[src/rtl/hiblk_lock_pkg.sv]
package hiblk_lock_pkg;

  localparam int unsigned REG_W = 32;

  typedef enum logic [1:0] {
    SEL_NONE = 2'd0,
    SEL_PRIM = 2'd1,
    SEL_SEC  = 2'd2
  } reg_sel_e;

endpackage

[src/rtl/hiblk_rst_sync.sv]
module hiblk_rst_sync #(
  parameter int unsigned STAGES = 2
) (
  input  logic clk,
  input  logic rst_n,
  output logic rst_n_sync
);

  logic [STAGES-1:0] sync_q;
  logic [STAGES-1:0] sync_d;

  always_comb begin
    sync_d = {sync_q[STAGES-2:0], 1'b1};
  end

  always_ff @(posedge clk or negedge rst_n) begin
    if (!rst_n) sync_q <= '0;
    else        sync_q <= sync_d;
  end

  assign rst_n_sync = sync_q[STAGES-1];

endmodule

[src/rtl/hiblk_key_gate.sv]
module hiblk_key_gate
  import hiblk_lock_pkg::*;
#(
  parameter logic [REG_W-1:0] UNLOCK_KEY = 32'hB2B2_2222
) (
  input  logic             clk,
  input  logic             rst_n,
  input  logic             prim_wr,
  input  logic [REG_W-1:0] wdata,
  output logic             key_hit,
  output logic             unlocked
);

  logic unlocked_q;
  logic unlocked_d;

  assign key_hit = prim_wr && (wdata == UNLOCK_KEY);

  always_comb begin
    unlocked_d = unlocked_q;
    if (key_hit) unlocked_d = 1'b1;
  end

  always_ff @(posedge clk or negedge rst_n) begin
    if (!rst_n) unlocked_q <= 1'b0;
    else        unlocked_q <= unlocked_d;
  end

  assign unlocked = unlocked_q;

  // once set, the flag survives every later write
  assert_flag_sticky_R2: assert property (@(posedge clk) disable iff (!rst_n)
    unlocked_q |=> unlocked_q);

  // the flag only rises after a key write to the primary word
  assert_flag_rise_key_R2: assert property (@(posedge clk) disable iff (!rst_n)
    $rose(unlocked_q) |-> $past(prim_wr && (wdata == UNLOCK_KEY)));

endmodule

[src/rtl/hiblk_lock_bank.sv]
module hiblk_lock_bank #(
  parameter int unsigned NUM_BLK = 6
) (
  input  logic               clk,
  input  logic               rst_n,
  input  logic [NUM_BLK-1:0] shadow_prim,
  input  logic [NUM_BLK-1:0] shadow_sec,
  input  logic               prim_wr,
  input  logic               sec_wr,
  input  logic               key_hit,
  input  logic               unlocked,
  input  logic [NUM_BLK-1:0] wfield,
  output logic [NUM_BLK-1:0] prim_q,
  output logic [NUM_BLK-1:0] sec_q,
  output logic [NUM_BLK-1:0] eff_lock
);

  logic booting_q;
  logic booting_d;
  logic prim_en;

  assign booting_d = 1'b0;
  assign prim_en   = prim_wr && unlocked && !key_hit;

  always_ff @(posedge clk or negedge rst_n) begin
    if (!rst_n) booting_q <= 1'b1;
    else        booting_q <= booting_d;
  end

  for (genvar g = 0; g < NUM_BLK; g++) begin : g_blk
    logic p_d;
    logic s_d;

    always_comb begin
      p_d = prim_q[g];
      if (booting_q)    p_d = shadow_prim[g];
      else if (prim_en) p_d = wfield[g];
    end

    always_comb begin
      s_d = sec_q[g];
      if (booting_q)   s_d = shadow_sec[g];
      else if (sec_wr) s_d = wfield[g];
    end

    always_ff @(posedge clk or negedge rst_n) begin
      if (!rst_n) begin
        prim_q[g] <= 1'b1;
        sec_q[g]  <= 1'b1;
      end else begin
        prim_q[g] <= p_d;
        sec_q[g]  <= s_d;
      end
    end

    assign eff_lock[g] = prim_q[g] | sec_q[g];
  end

  // without the unlock flag the primary field cannot move
  assert_locked_frozen_R3: assert property (@(posedge clk) disable iff (!rst_n)
    (!booting_q && !unlocked) |=> $stable(prim_q));

  // the key word is never stored into the primary field
  assert_key_not_stored_R4: assert property (@(posedge clk) disable iff (!rst_n)
    (!booting_q && key_hit) |=> $stable(prim_q));

  // the boot cycle loads both fields from shadow
  assert_boot_load_R5: assert property (@(posedge clk) disable iff (!rst_n)
    booting_q |=> (prim_q == $past(shadow_prim)) && (sec_q == $past(shadow_sec)));

endmodule

[src/rtl/hiblk_op_check.sv]
module hiblk_op_check #(
  parameter int unsigned NUM_BLK = 6,
  parameter int unsigned IDX_W   = 3
) (
  input  logic               clk,
  input  logic               rst_n,
  input  logic               req,
  input  logic [IDX_W-1:0]   blk_idx,
  input  logic [NUM_BLK-1:0] eff_lock,
  output logic               grant,
  output logic               err
);

  logic sel_locked;
  logic grant_d, err_d;
  logic grant_q, err_q;

  always_comb begin
    sel_locked = 1'b1;
    for (int i = 0; i < NUM_BLK; i++) begin
      if (blk_idx == IDX_W'(i)) sel_locked = eff_lock[i];
    end
  end

  always_comb begin
    grant_d = req && !sel_locked;
    err_d   = req && sel_locked;
  end

  always_ff @(posedge clk or negedge rst_n) begin
    if (!rst_n) begin
      grant_q <= 1'b0;
      err_q   <= 1'b0;
    end else begin
      grant_q <= grant_d;
      err_q   <= err_d;
    end
  end

  assign grant = grant_q;
  assign err   = err_q;

  // grant and error never together
  assert_resp_exclusive_R8: assert property (@(posedge clk) disable iff (!rst_n)
    $onehot0({grant_q, err_q}));

  // no response without a request
  assert_no_spurious_R8: assert property (@(posedge clk) disable iff (!rst_n)
    !req |=> !grant_q && !err_q);

  // when everything is locked every request is refused
  assert_all_locked_refused_R8: assert property (@(posedge clk) disable iff (!rst_n)
    (req && (&eff_lock)) |=> err_q && !grant_q);

  // indices beyond the last block are refused
  assert_range_refused_R8: assert property (@(posedge clk) disable iff (!rst_n)
    (req && (32'(blk_idx) >= NUM_BLK)) |=> err_q);

endmodule

[src/rtl/hiblk_rd_path.sv]
module hiblk_rd_path
  import hiblk_lock_pkg::*;
#(
  parameter int unsigned NUM_BLK = 6
) (
  input  logic               clk,
  input  logic               rst_n,
  input  logic               rd_en,
  input  reg_sel_e           sel,
  input  logic               unlocked,
  input  logic [NUM_BLK-1:0] prim_q,
  input  logic [NUM_BLK-1:0] sec_q,
  output logic [REG_W-1:0]   rdata
);

  localparam int unsigned PAD_PRIM = REG_W - 1 - NUM_BLK;
  localparam int unsigned PAD_SEC  = REG_W - NUM_BLK;

  logic [REG_W-1:0] word;
  logic [REG_W-1:0] rdata_d;
  logic [REG_W-1:0] rdata_q;

  always_comb begin
    unique case (sel)
      SEL_PRIM: word = {unlocked, {PAD_PRIM{1'b0}}, prim_q};
      SEL_SEC:  word = {{PAD_SEC{1'b0}}, sec_q};
      default:  word = '0;
    endcase
  end

  always_comb begin
    rdata_d = rdata_q;
    if (rd_en) rdata_d = word;
  end

  always_ff @(posedge clk or negedge rst_n) begin
    if (!rst_n) rdata_q <= '0;
    else        rdata_q <= rdata_d;
  end

  assign rdata = rdata_q;

  // unmapped reads return zero
  assert_unmapped_zero_R9: assert property (@(posedge clk) disable iff (!rst_n)
    (rd_en && sel == SEL_NONE) |=> rdata_q == '0);

  // read data holds between reads
  assert_rdata_hold_R9: assert property (@(posedge clk) disable iff (!rst_n)
    !rd_en |=> $stable(rdata_q));

  // secondary word never shows bits above the field
  assert_sec_upper_zero_R6: assert property (@(posedge clk) disable iff (!rst_n)
    (rd_en && sel == SEL_SEC) |=> rdata_q[REG_W-1:NUM_BLK] == '0);

endmodule

[src/rtl/hiblk_lock_ctrl.sv]
module hiblk_lock_ctrl
  import hiblk_lock_pkg::*;
#(
  parameter int unsigned      NUM_BLK     = 6,
  parameter int unsigned      ADDR_W      = 4,
  parameter int unsigned      SYNC_STAGES = 2,
  parameter logic [REG_W-1:0] UNLOCK_KEY  = 32'hB2B2_2222,
  parameter logic [ADDR_W-1:0] PRIM_ADDR  = '0,
  parameter logic [ADDR_W-1:0] SEC_ADDR   = ADDR_W'(1)
) (
  input  logic                       clk,
  input  logic                       rst_n,
  input  logic                       reg_wr_en,
  input  logic                       reg_rd_en,
  input  logic [ADDR_W-1:0]          reg_addr,
  input  logic [REG_W-1:0]           reg_wdata,
  output logic [REG_W-1:0]           reg_rdata,
  input  logic [NUM_BLK-1:0]         shadow_prim,
  input  logic [NUM_BLK-1:0]         shadow_sec,
  input  logic                       op_req,
  input  logic [$clog2(NUM_BLK)-1:0] op_blk,
  output logic                       op_grant,
  output logic                       op_err,
  output logic [NUM_BLK-1:0]         blk_locked
);

  localparam int unsigned IDX_W = $clog2(NUM_BLK);

  logic               rst_n_sync;
  reg_sel_e           sel;
  logic               prim_wr, sec_wr;
  logic               key_hit, unlocked;
  logic [NUM_BLK-1:0] prim_q, sec_q, eff_lock;

  always_comb begin
    if (reg_addr == PRIM_ADDR)     sel = SEL_PRIM;
    else if (reg_addr == SEC_ADDR) sel = SEL_SEC;
    else                           sel = SEL_NONE;
  end

  assign prim_wr = reg_wr_en && (sel == SEL_PRIM);
  assign sec_wr  = reg_wr_en && (sel == SEL_SEC);

  hiblk_rst_sync #(.STAGES(SYNC_STAGES)) u_rst_sync (
    .clk        (clk),
    .rst_n      (rst_n),
    .rst_n_sync (rst_n_sync)
  );

  hiblk_key_gate #(.UNLOCK_KEY(UNLOCK_KEY)) u_key_gate (
    .clk      (clk),
    .rst_n    (rst_n_sync),
    .prim_wr  (prim_wr),
    .wdata    (reg_wdata),
    .key_hit  (key_hit),
    .unlocked (unlocked)
  );

  hiblk_lock_bank #(.NUM_BLK(NUM_BLK)) u_lock_bank (
    .clk         (clk),
    .rst_n       (rst_n_sync),
    .shadow_prim (shadow_prim),
    .shadow_sec  (shadow_sec),
    .prim_wr     (prim_wr),
    .sec_wr      (sec_wr),
    .key_hit     (key_hit),
    .unlocked    (unlocked),
    .wfield      (reg_wdata[NUM_BLK-1:0]),
    .prim_q      (prim_q),
    .sec_q       (sec_q),
    .eff_lock    (eff_lock)
  );

  hiblk_op_check #(.NUM_BLK(NUM_BLK), .IDX_W(IDX_W)) u_op_check (
    .clk      (clk),
    .rst_n    (rst_n_sync),
    .req      (op_req),
    .blk_idx  (op_blk),
    .eff_lock (eff_lock),
    .grant    (op_grant),
    .err      (op_err)
  );

  hiblk_rd_path #(.NUM_BLK(NUM_BLK)) u_rd_path (
    .clk      (clk),
    .rst_n    (rst_n_sync),
    .rd_en    (reg_rd_en),
    .sel      (sel),
    .unlocked (unlocked),
    .prim_q   (prim_q),
    .sec_q    (sec_q),
    .rdata    (reg_rdata)
  );

  assign blk_locked = eff_lock;

  // a set primary or secondary bit always shows as locked
  assert_eff_covers_R7: assert property (@(posedge clk) disable iff (!rst_n_sync)
    ((prim_q | sec_q) & ~blk_locked) == '0);

  // during reset no response pulses appear
  assert_reset_quiet_R1: assert property (@(posedge clk)
    !rst_n_sync |-> !op_grant && !op_err && reg_rdata == '0);

endmodule

[config.mk]
export PLATFORM = sky130hd
export DESIGN_NAME = hiblk_lock_ctrl
export DESIGN_NICKNAME = d
export VERILOG_FILES = /design/src/rtl/hiblk_lock_pkg.sv /design/src/rtl/hiblk_rst_sync.sv /design/src/rtl/hiblk_key_gate.sv /design/src/rtl/hiblk_lock_bank.sv /design/src/rtl/hiblk_op_check.sv /design/src/rtl/hiblk_rd_path.sv /design/src/rtl/hiblk_lock_ctrl.sv
export SDC_FILE = /design/constraint.sdc
export NUM_CORES = 1
export LEC_CHECK = 0
export CORE_AREA = 2 2 74 76
export DETAILED_ROUTE_END_ITERATION = 10
export DIE_AREA = 0 0 76 78
export MAX_ROUTING_LAYER = met4
export PLACE_DENSITY = 0.67
export SETUP_SLACK_MARGIN = 0.3
export SLEW_MARGIN = 20
export SYNTH_ARGS = -nofsm -noshare
export SYNTH_HDL_FRONTEND = slang
export SYNTH_SLANG_ARGS = --single-unit
[constraint.sdc]
create_clock -name clk -period 0.9 [get_ports clk]
set_input_delay 0.18 -clock clk [delete_from_list [all_inputs] [get_ports clk]]
set_output_delay 0.18 -clock clk [all_outputs]
set_load 0.01 [all_outputs]
# ---- After elaboration in Yosys (flattened, before gate mapping)
# Index checks and enable logic that the tools add are counted.
dict set report word_totals {
  reg_bits 50
  out_inout_bits 40
  inputBits 56
  word_cells 79
}
dict set report op_classes {
  n_bitwise 6
  n_mux 33
  reduce_logical 13
  n_eq_ne 9
}
# operator count
set ops {}
lappend ops {{32-bit case mux with 2 select lines} 1}
lappend ops {{32-bit equality test, second input constant} 1}
lappend ops {{1-bit 2-to-1 mux} 30}
lappend ops {{1-bit logical AND} 7}
lappend ops {{3-bit by 2-bit equality test with 1-bit output, second input constant} 2}
lappend ops {{3-bit equality test, second input constant} 2}
lappend ops {{1-bit OR} 6}
lappend ops {{4-bit by 1-bit equality test with 1-bit output, second input constant} 1}
lappend ops {{4-bit zero test} 1}
lappend ops {{2-bit 2-to-1 mux} 2}
lappend ops {{2-bit nonzero test} 2}
lappend ops {{3-bit by 1-bit equality test with 1-bit output, second input constant} 1}
lappend ops {{3-bit zero test} 1}
lappend ops {{2-bit by 1-bit equality test with 1-bit output, second input constant} 1}
lappend ops {{2-bit equality test, second input constant} 1}
lappend ops {{1-bit zero test} 2}

# ---- Longest topological paths before layout
# Gate-level depths: netlist (run 1).
dict set report logic_depth {
  word_depth 10
  mapped_depth 5
  depth_no_buf 4
}

# ---- Modules after synthesis
# Synthesis (run 1) repeated with hierarchy kept, for this count alone.
dict set report unflattened {
  cells_unflattened 150
  area_unflattened_um2 1641.6
}
# module seq_area_each_um2 cells_per_inst n_inst area_per_inst_um2
set modules_own_cells {}
lappend modules_own_cells {hiblk_lock_bank 341.6 55 1 699.4}
lappend modules_own_cells {hiblk_rd_path 175.2 60 1 553.0}
lappend modules_own_cells {hiblk_key_gate 25.0 15 1 158.9}
lappend modules_own_cells {hiblk_op_check 50.0 11 1 123.9}
lappend modules_own_cells {hiblk_rst_sync 50.0 3 1 53.8}
lappend modules_own_cells {hiblk_lock_ctrl 0.0 6 1 52.6}

# ---- Worst setup path before layout (run 1)
# Ideal clock, no wire load.
dict set report synth_timing {
  path_kind {reg-to-reg}
  start {reg u_lock_bank.booting_q}
  end {reg u_lock_bank.sec_q[3]}
  setup_time_ns 0.084
  stages_incl_launch_ff 5
  n_path_buf 2
  t_required_ns 0.816
  synth_period_minus_slack_ns 1.462
  setup_slack_ns -0.562
  t_arrival_ns 1.379
  cell_sequence {dfstp_2 -> clkbuf_1 -> clkbuf_1 -> mux2i_1 -> o21ai_1}
}
dict set report synth_between {
  elab_chain_len 1
  elab_cells_between_ends 2
  classes_between {1 x mux; 1 x reduce/logical}
}
# element line
set synth_rtl {}
lappend synth_rtl {{start: declaration} hiblk_lock_bank.sv:18} ;# logic booting_q;
lappend synth_rtl {{start signal: assignment} hiblk_lock_bank.sv:27} ;# else booting_q <= booting_d;
lappend synth_rtl {{1-bit 2-to-1 mux or 2-bit nonzero test (tied branches)} -}
lappend synth_rtl {{end signal: indexed assignment} hiblk_lock_bank.sv:49} ;# sec_q[g] <= 1'b1;
lappend synth_rtl {{end signal: indexed assignment} hiblk_lock_bank.sv:52} ;# sec_q[g] <= s_d;
lappend synth_rtl {{end: declaration} hiblk_lock_bank.sv:14} ;# output logic [NUM_BLK-1:0] sec_q,
# Parallel ways exist; a longest one is shown, timed or not.
# A chain may end at the register's enable or synchronous reset.

# ---- Final worst setup path (run 1)
dict set report layout_timing {
  start {reg u_lock_bank.prim_q[5]}
  end {reg u_op_check.grant_q (netlist: u_op_check.grant)}
}
dict set report layout_between {
  elab_chain_len 4
}
# element line
set layout_rtl {}
lappend layout_rtl {{start: declaration} hiblk_lock_bank.sv:13} ;# output logic [NUM_BLK-1:0] prim_q,
lappend layout_rtl {{start signal: indexed assignment} hiblk_lock_bank.sv:51} ;# prim_q[g] <= p_d;
lappend layout_rtl {{1-bit OR} hiblk_lock_bank.sv:56} ;# assign eff_lock[g] = prim_q[g] | sec_q[g];
lappend layout_rtl {{1-bit 2-to-1 mux} hiblk_op_check.sv:21} ;# if (blk_idx == IDX_W'(i)) sel_locked = eff_lock[i];
lappend layout_rtl {{1-bit zero test} hiblk_op_check.sv:26} ;# grant_d = req && !sel_locked;
lappend layout_rtl {{1-bit logical AND} hiblk_op_check.sv:26}
lappend layout_rtl {{via u_op_check.grant_d} hiblk_op_check.sv:15} ;# logic grant_d, err_d;
lappend layout_rtl {{end signal: assignment} hiblk_op_check.sv:35} ;# grant_q <= grant_d;
lappend layout_rtl {{end: declaration} hiblk_op_check.sv:16} ;# logic grant_q, err_q;
# The timed path passes the listed nets, and every way through them passes these cells.

==> flow_summary.yaml, run 1 <==
sta:
  skew_ns: 0.00325
  finalCritPeriodShare_pct: 161
  report.final.slew_viol_count: 0
  final-setup-viol-count: 35
  period_minus_slack_ns: 1.45
  hold_viol: 0
  fmax_mhz: 689
  rsz0062_at_grt: "yes"
  setup_slack_ns: -0.551
synth:
  synth_top_family_by_area: "compound AO/OA/AOI/OAI gates"
  synth-xor-area-share_pct: 0
  synthMuxAreaShare_pct: 6.25
  yosysWarnings: 0
  avgSynthCellArea_um2: 10.4
  synth_cell_types: 33
  synth_fa_ha_area_share_pct: 0
  synth-seq-cells: 25
  netlist_instances: 143
  synth_compound_area_share_pct: 17.7
  syn-cell-area_um2: 1480
  ys_seq_area_share_pct: 43.3
  yosys.area_share.simple_pct: 17.2
finish:
  syn2layout_area_growth_pct: 87.9
  drive_above_1_share_pct: 58.5
  nets: 322
  diodes: 0
  final_cell_area_um2: 2780
worst_setup_path:
  crit_type: "reg2reg"
  rrSetupSlack_ns: -0.55
  cp-start-kind: "register"
  worst-r2r-cell-count: 4
  worstPathRequired_ns: 1.12
  rr_endpoint: "u_op_check.grant"
  r2r-start: "u_lock_bank.prim_q[5]"
  endpoint_kind: "register"
  cp.arrival_ns: 1.67
  critPathMaxFanout: 2
placed_design:
  hpwl_um: 3270
  place.gp.congestion: 0.837
  placedInstanceArea_um2: 2490
  post-place-ws_ns: -0.894
  portBuffers: 70
floorplanning:
  initial_utilization_pct: 29.4
  std_cell_rows: 26
  die_x_um: 76
  core_um2: 5040
  dieArea_um2: 5930
  ios: 96
  die-height_um: 78
clock_tree:
  cts_buffer_depth: 2
  cts.clk_slew.worst_paths_ns: 0.09
  clkLatencyLatePin_ns: 0.28
  clock_sinks: 25
  numCtsBuffers: 3
  h-tree-depth: 1
  clockRootBuffer: "clkbuf_8"
  cts_tree: "yes"
power:
  p_leak_nw: 1.29
  powerDensity_nw_per_um2: 1110
  ir_worst_vdd_uv: 631
detailed_routing:
  ant_nets: 0
  firstDrtPassIters: 3
  routed_wl_um: 4270
  drt-initial-drc-count: 44
  vias: 1454
  avgRoutedWirePerCell_um: 12.7
  drc: 0
  vias_per_cell: 4.34
global_routing:
  grt_usage_pct: 14.6
  grt_pass1_wl_um: 6770
  grt_remaining_overflow: 0
  grt_max_degree: 24
  antenna_found_initial: 0
  grt_pass1_vias: 1461
outcome:
  status: "finished, violations left"
  violations: "setup timing"
worst_hold_path:
  hold_path_class: "in2async"
run:
  maxCapViolations: 0
[layout make-up]
type,count,area [µm²]
well taps,70,87.6
fillers,457,2260
inverters,5,26.3
flip-flops and latches,25,643
multi-input cells,109,947
repair buffers,122,1030
clock inverters,1,5.00
clock buffers,3,41.3
[cells in the mapped netlist (all sizes together)]
library cell / count / area (µm²)
a211o: 4 / 35.0
a21oi: 7 / 35.0
a22oi: 6 / 45.0
a31o: 1 / 8.76
and2: 1 / 6.26
and3: 1 / 11.3
buf: 26 / 193
clkbuf: 3 / 11.3
clkinv: 1 / 3.75
conb: 2 / 7.51
dfrtp: 12 / 300
dfstp: 13 / 342
inv: 4 / 15.0
mux2i: 7 / 70.1
mux4: 1 / 22.5
nand2: 8 / 30.0
nand3: 2 / 10.0
nand4: 2 / 12.5
nor2: 8 / 30.0
nor2b: 1 / 6.26
nor4: 1 / 21.3
nor4b: 5 / 50.0
nor4bb: 4 / 40.0
o211ai: 1 / 21.3
o21ai: 9 / 45.0
o221a: 4 / 45.0
o221ai: 2 / 17.5
o2bb2ai: 1 / 8.76
or2: 6 / 37.5
[sequential cells by signal, summed over array words and instances (netlist names)]
signal                 cells
u_key_gate.unlocked        1
u_rst_sync.sync_q          2
u_op_check.grant           1
u_rd_path.rdata            7
u_lock_bank.prim_q         6
u_op_check.err             1
u_lock_bank.booting_q      1
u_lock_bank.sec_q          6
[report_power, final]
part | internal (mW) | switching, mW | total, mW
Sequential | 1.26 | 0.0557 | 1.31
Combinational | 0.647 | 0.440 | 1.09
Clock | 0.311 | 0.380 | 0.690
[stage by stage]
step | hold slack [ns] | utilization [%] | std cells | setup TNS (ns) | total power [mW]
floorplan | -0.116 | - | 168 | -4.61 | 1.75
global placement | 0.195 | 49.4 | 314 | -19.78 | 2.25
detailed placement | 0.200 | 49.4 | 314 | -20.35 | 2.26
CTS | 0.0472 | 52.5 | 330 | -7.07 | 3.02
global route | 0.0485 | 55.2 | 335 | -8.22 | 3.24
finish | 0.0550 | 55.2 | 335 | -6.86 | 3.09
[cell families after synthesis]
kind of cell	count (synthesis)
muxes	8
and+or+nand+nor	39
AOI/OAI and AO/OA	35
DFF	25
other	2
buffers and inverters	34
[what timing repair did]
item                       CTS  global route
pin swaps                   32            16
setup buffers               11             5
hold buffers                 0             0
resized for setup          227            27
cloned                       1             0
setup endpoints to repair   37            37
[cell usage in the layout (no fill, tap or decap), drive strengths merged]
cell type	count
nor2	8
o2bb2ai	1
or2	6
inv	5
clkdlybuf4s15	6
nor4bb	4
o21ai	9
a211o	4
o221a	4
nor4	1
conb	27
clkbuf	4
and2	1
mux2i	7
nor2b	1
a21oi	7
a22oi	6
o211ai	1
buf	95
dfstp	13
dlygate4sd2	2
o221ai	2
clkdlybuf4s50	18
dfrtp	12
nand4	2
nand2	8
nand3	2
and3	1
nor4b	5
a31o	1
clkinv	1
mux4	1
[how the worst max path moves through the flow]
stage | cells after the start | start | end | slack (ns)
6_report | 4 | u_lock_bank.prim_q[5] | u_op_check.grant | -0.55
5_1_grt | 4 | u_lock_bank.sec_q[0] | u_op_check.grant | -0.59
4_1_cts | 4 | u_lock_bank.prim_q[5] | u_op_check.grant | -0.55
3_5_place_dp | 5 | reg_wdata[23] | u_lock_bank.prim_q[2] | -0.89
3_3_place_gp | 5 | reg_wdata[23] | u_lock_bank.prim_q[4] | -0.88
2_1_floorplan | 4 | u_lock_bank.prim_q[5] | u_op_check.grant | -0.49
[per-layer routing]
layer / wire length (µm) / vias to the layer above / GRT usage (%)
li1: - / 711 / -
met1: 1930 / 665 / 17.8
met2: 2050 / 73 / 25.0
met3: 240 / 5 / 2.21
met4: 57 / 0 / 4.91
met5: 0 / - / -
[worst max-delay path: stages, from the launching register on]
cell,delay (ns)
dfstp_2,0.39
or2_4,0.25
mux4_2,0.50
o2bb2ai_4,0.14
and2_1,0.13
Power figures use the tool's default switching activity.
==> run 2, diff against run 1 <==
--- a/config.mk
+++ b/config.mk
@@ -5,13 +5,14 @@
 export SDC_FILE = /design/constraint.sdc
 export NUM_CORES = 1
 export LEC_CHECK = 0
-export CORE_AREA = 2 2 74 76
+export CORE_AREA = 2 2 77 79
 export DETAILED_ROUTE_END_ITERATION = 10
-export DIE_AREA = 0 0 76 78
+export DIE_AREA = 0 0 79 81
 export MAX_ROUTING_LAYER = met4
-export PLACE_DENSITY = 0.67
+export PLACE_DENSITY = 0.65
 export SETUP_SLACK_MARGIN = 0.3
 export SLEW_MARGIN = 20
 export SYNTH_ARGS = -nofsm -noshare
 export SYNTH_HDL_FRONTEND = slang
+export SYNTH_HIERARCHICAL = 1
 export SYNTH_SLANG_ARGS = --single-unit
==> flow_summary.yaml, run 2 <==
synth:
  synth-edff-count: 0
  ys.flop_type: "dfstp_2"
  ys_seq_area_share_pct: 39.1
  yosys.area_share.simple_pct: 16.6
  avgSynthCellArea_um2: 10.9
  yosys.area.top_type: "dfstp_2"
  synth_compound_area_share_pct: 11.1
  ys_async_sr_fraction_pct: 100
  synthTopCellsByCount: "25 x buf_4, 13 x dfstp_2, 12 x dfrtp_1"
  yosysWarnings: 6
  synth-seq-cells: 25
  synth_fa_ha_area_share_pct: 1.52
  syn-cell-area_um2: 1640
  synth.top_cell.area_share_pct: 20.8
  synth_top_family_by_area: "simple AND/OR/NAND/NOR gates"
  netlist_instances: 150
  synth_cell_types: 36
  ys_top_cells_by_area: "dfstp_2 21%, dfrtp_1 18%, buf_4 11%"
  yosysMostFrequentCell: "buf_4"
  synthMuxAreaShare_pct: 15.1
  synth-xor-area-share_pct: 0
detailed_routing:
  drt-initial-drc-count: 46
  ant_nets: 0
  routed_wl_um: 4250
  avgRoutedWirePerCell_um: 12.3
  drc: 0
  vias_per_cell: 4.11
  firstDrtPassIters: 4
  vias: 1417
clock_tree:
  clkLatencyLatePin_ns: 0.27
  cts.clk_slew.worst_paths_ns: 0.08
  cts_buffer_depth: 2
  clock_sinks: 25
  cts_hold_buf: 0
  numCtsBuffers: 3
  clockRootBuffer: "clkbuf_8"
  h-tree-depth: 1
  cts_tree: "yes"
global_routing:
  grt_pass1_vias: 1436
  grt_usage_pct: 13.7
  antenna_found_initial: 0
  grt_pass1_wl_um: 6750
  grt_max_degree: 24
  grt_remaining_overflow: 0
power:
  power.share.sequential_pct: 42.7
  intPower_mw: 2.23
  p_sw_share_pct: 26.3
  ir_worst_vdd_uv: 468
  netSwitchingPower_uw: 797
  clockPowerShare_pct: 21.5
  p_leak_nw: 1.39
  powerDensity_nw_per_um2: 998
  pwr-share-comb_pct: 35.8
worst_setup_path:
  endpoint_kind: "register"
  cp_cell_sequence: "buf_8 > nor2_4 > and3_4 > and4bb_1 > nand4_1 > nor4_2 > inv_1 > a31oi_4 > buf_12 > mux2_4"
  cpMaxStageDelayCell: "mux2_4"
  worstPathRequired_ns: 1.10
  cp-start-kind: "input port"
  cp.arrival_ns: 1.85
  slowest_delay_ns: 0.29
  critPathMaxFanout: 4
  crit_type: "in2reg"
placed_design:
  place.gp.congestion: 0.759
  post-place-ws_ns: -1.41
  hpwl_um: 3340
  portBuffers: 70
sta:
  setup_slack_ns: -0.754
  report.final.slew_viol_count: 0
  fmax_mhz: 605
  final-setup-viol-count: 37
  hold_viol: 0
  skew_ns: 0.00195
  period_minus_slack_ns: 1.65
  rsz0062_at_grt: "yes"
  finalCritPeriodShare_pct: 184
finish:
  nets: 329
  syn2layout_area_growth_pct: 84.6
  final_util_pct: 53.4
  layout_common_cells: "33 x buf_4, 27 x conb_1, 22 x clkdlybuf4s50_1"
  drive_above_1_share_pct: 54.8
  final_common_cell: "buf_4"
  diodes: 0
  largest_reg_flops: 7
run:
  maxCapViolations: 0
worst_hold_path:
  hold_path_class: "in2async"
outcome:
  status: "finished, violations left"
  violations: "setup timing"
floorplanning:
  die_x_um: 79
  dieArea_um2: 6400
  core_um2: 5680
  initial_utilization_pct: 28.9
  std_cell_rows: 28
  die-height_um: 81
  ios: 96
run 2: metal layers:
| metal | global-route usage, % | share of wire [%] | up-vias |
|---|---|---|---|
| li1 | - | - | 714 |
| met1 | 17.9 | 42 | 654 |
| met2 | 23.0 | 52 | 45 |
| met3 | 1.00 | 4.7 | 4 |
| met4 | 4.14 | 1.2 | 0 |
| met5 | - | 0 | - |
run 2: cell type report:
| type | count | area, µm² |
|---|---|---|
| tap | 75 | 93.8 |
| timing repair buffer | 121 | 1140 |
| clock inverter | 1 | 5.00 |
| fill | 513 | 2650 |
| multi-input combinational | 109 | 1070 |
| sequential | 25 | 643 |
| inverter | 11 | 41.3 |
| clock buffer | 3 | 41.3 |
run 2: repair_timing:
item	in CTS	in global routing
pin swaps	24	16
buffers inserted	7	7
resized for setup	147	34
setup endpoints to repair	37	37
run 2: stage by stage:
| step | instances | total power, mW | area [µm²] | setup TNS (ns) | hold slack [ns] |
|---|---|---|---|---|---|
| 2_1_floorplan | 174 | 1.77 | 1820 | -7.23 | -0.116 |
| 3_3_place_gp | 327 | 2.27 | 2710 | -24.29 | 0.195 |
| 3_5_place_dp | 327 | 2.28 | 2710 | -24.92 | 0.196 |
| 4_1_cts | 338 | 3.02 | 2920 | -10.75 | 0.0659 |
| 5_1_grt | 345 | 3.18 | 3030 | -12.80 | 0.0603 |
| 6_report | 345 | 3.03 | 3030 | -11.26 | 0.0649 |
run 2: worst paths after layout:
path | from | endpoint | slack, ns | cells after the start
setup / recovery | reg_addr[2] | u_lock_bank/prim_q[1] | -0.75 | 10
hold / removal | rst_n | u_rst_sync/sync_q[0] | 0.06 | 1
setup reg to reg | u_lock_bank/booting_q | u_lock_bank/prim_q[1] | -0.45 | 3
hold reg to reg | u_rst_sync/sync_q[1] | u_rd_path/rdata[31] | 0.20 | 1
max in group asynchronous | u_rst_sync/sync_q[1] | u_lock_bank/sec_q[1] | 0.48 | 1
min in group clk | u_rst_sync/sync_q[0] | u_rst_sync/sync_q[1] | 0.36 | 0
run 2: logic make-up (layout without fill, tap and decap cells):
group	Yosys count	after routing
flops	25	25
mux	21	21
buf+inv	40	136
compound gates	23	23
fa+ha+maj	2	2
simple gates	36	36
other cells	3	27
run 2: worst max-delay path, delay by kind of cell:
| family | cells | cell delay, ns |
|---|---|---|
| simple gates | 5 | 0.76 |
| buf+inv | 3 | 0.35 |
| mux | 1 | 0.29 |
| compound gates | 1 | 0.26 |
run 2: power groups by stage:
stage / clock (mW) / sequential (mW) / combinational (mW)
after floorplan: 0 / 1.33 / 0.446
after global placement: 0 / 1.31 / 0.967
after detailed placement: 0 / 1.31 / 0.974
after CTS: 0.677 / 1.29 / 1.06
after global routing: 0.714 / 1.30 / 1.17
final: 0.651 / 1.29 / 1.08
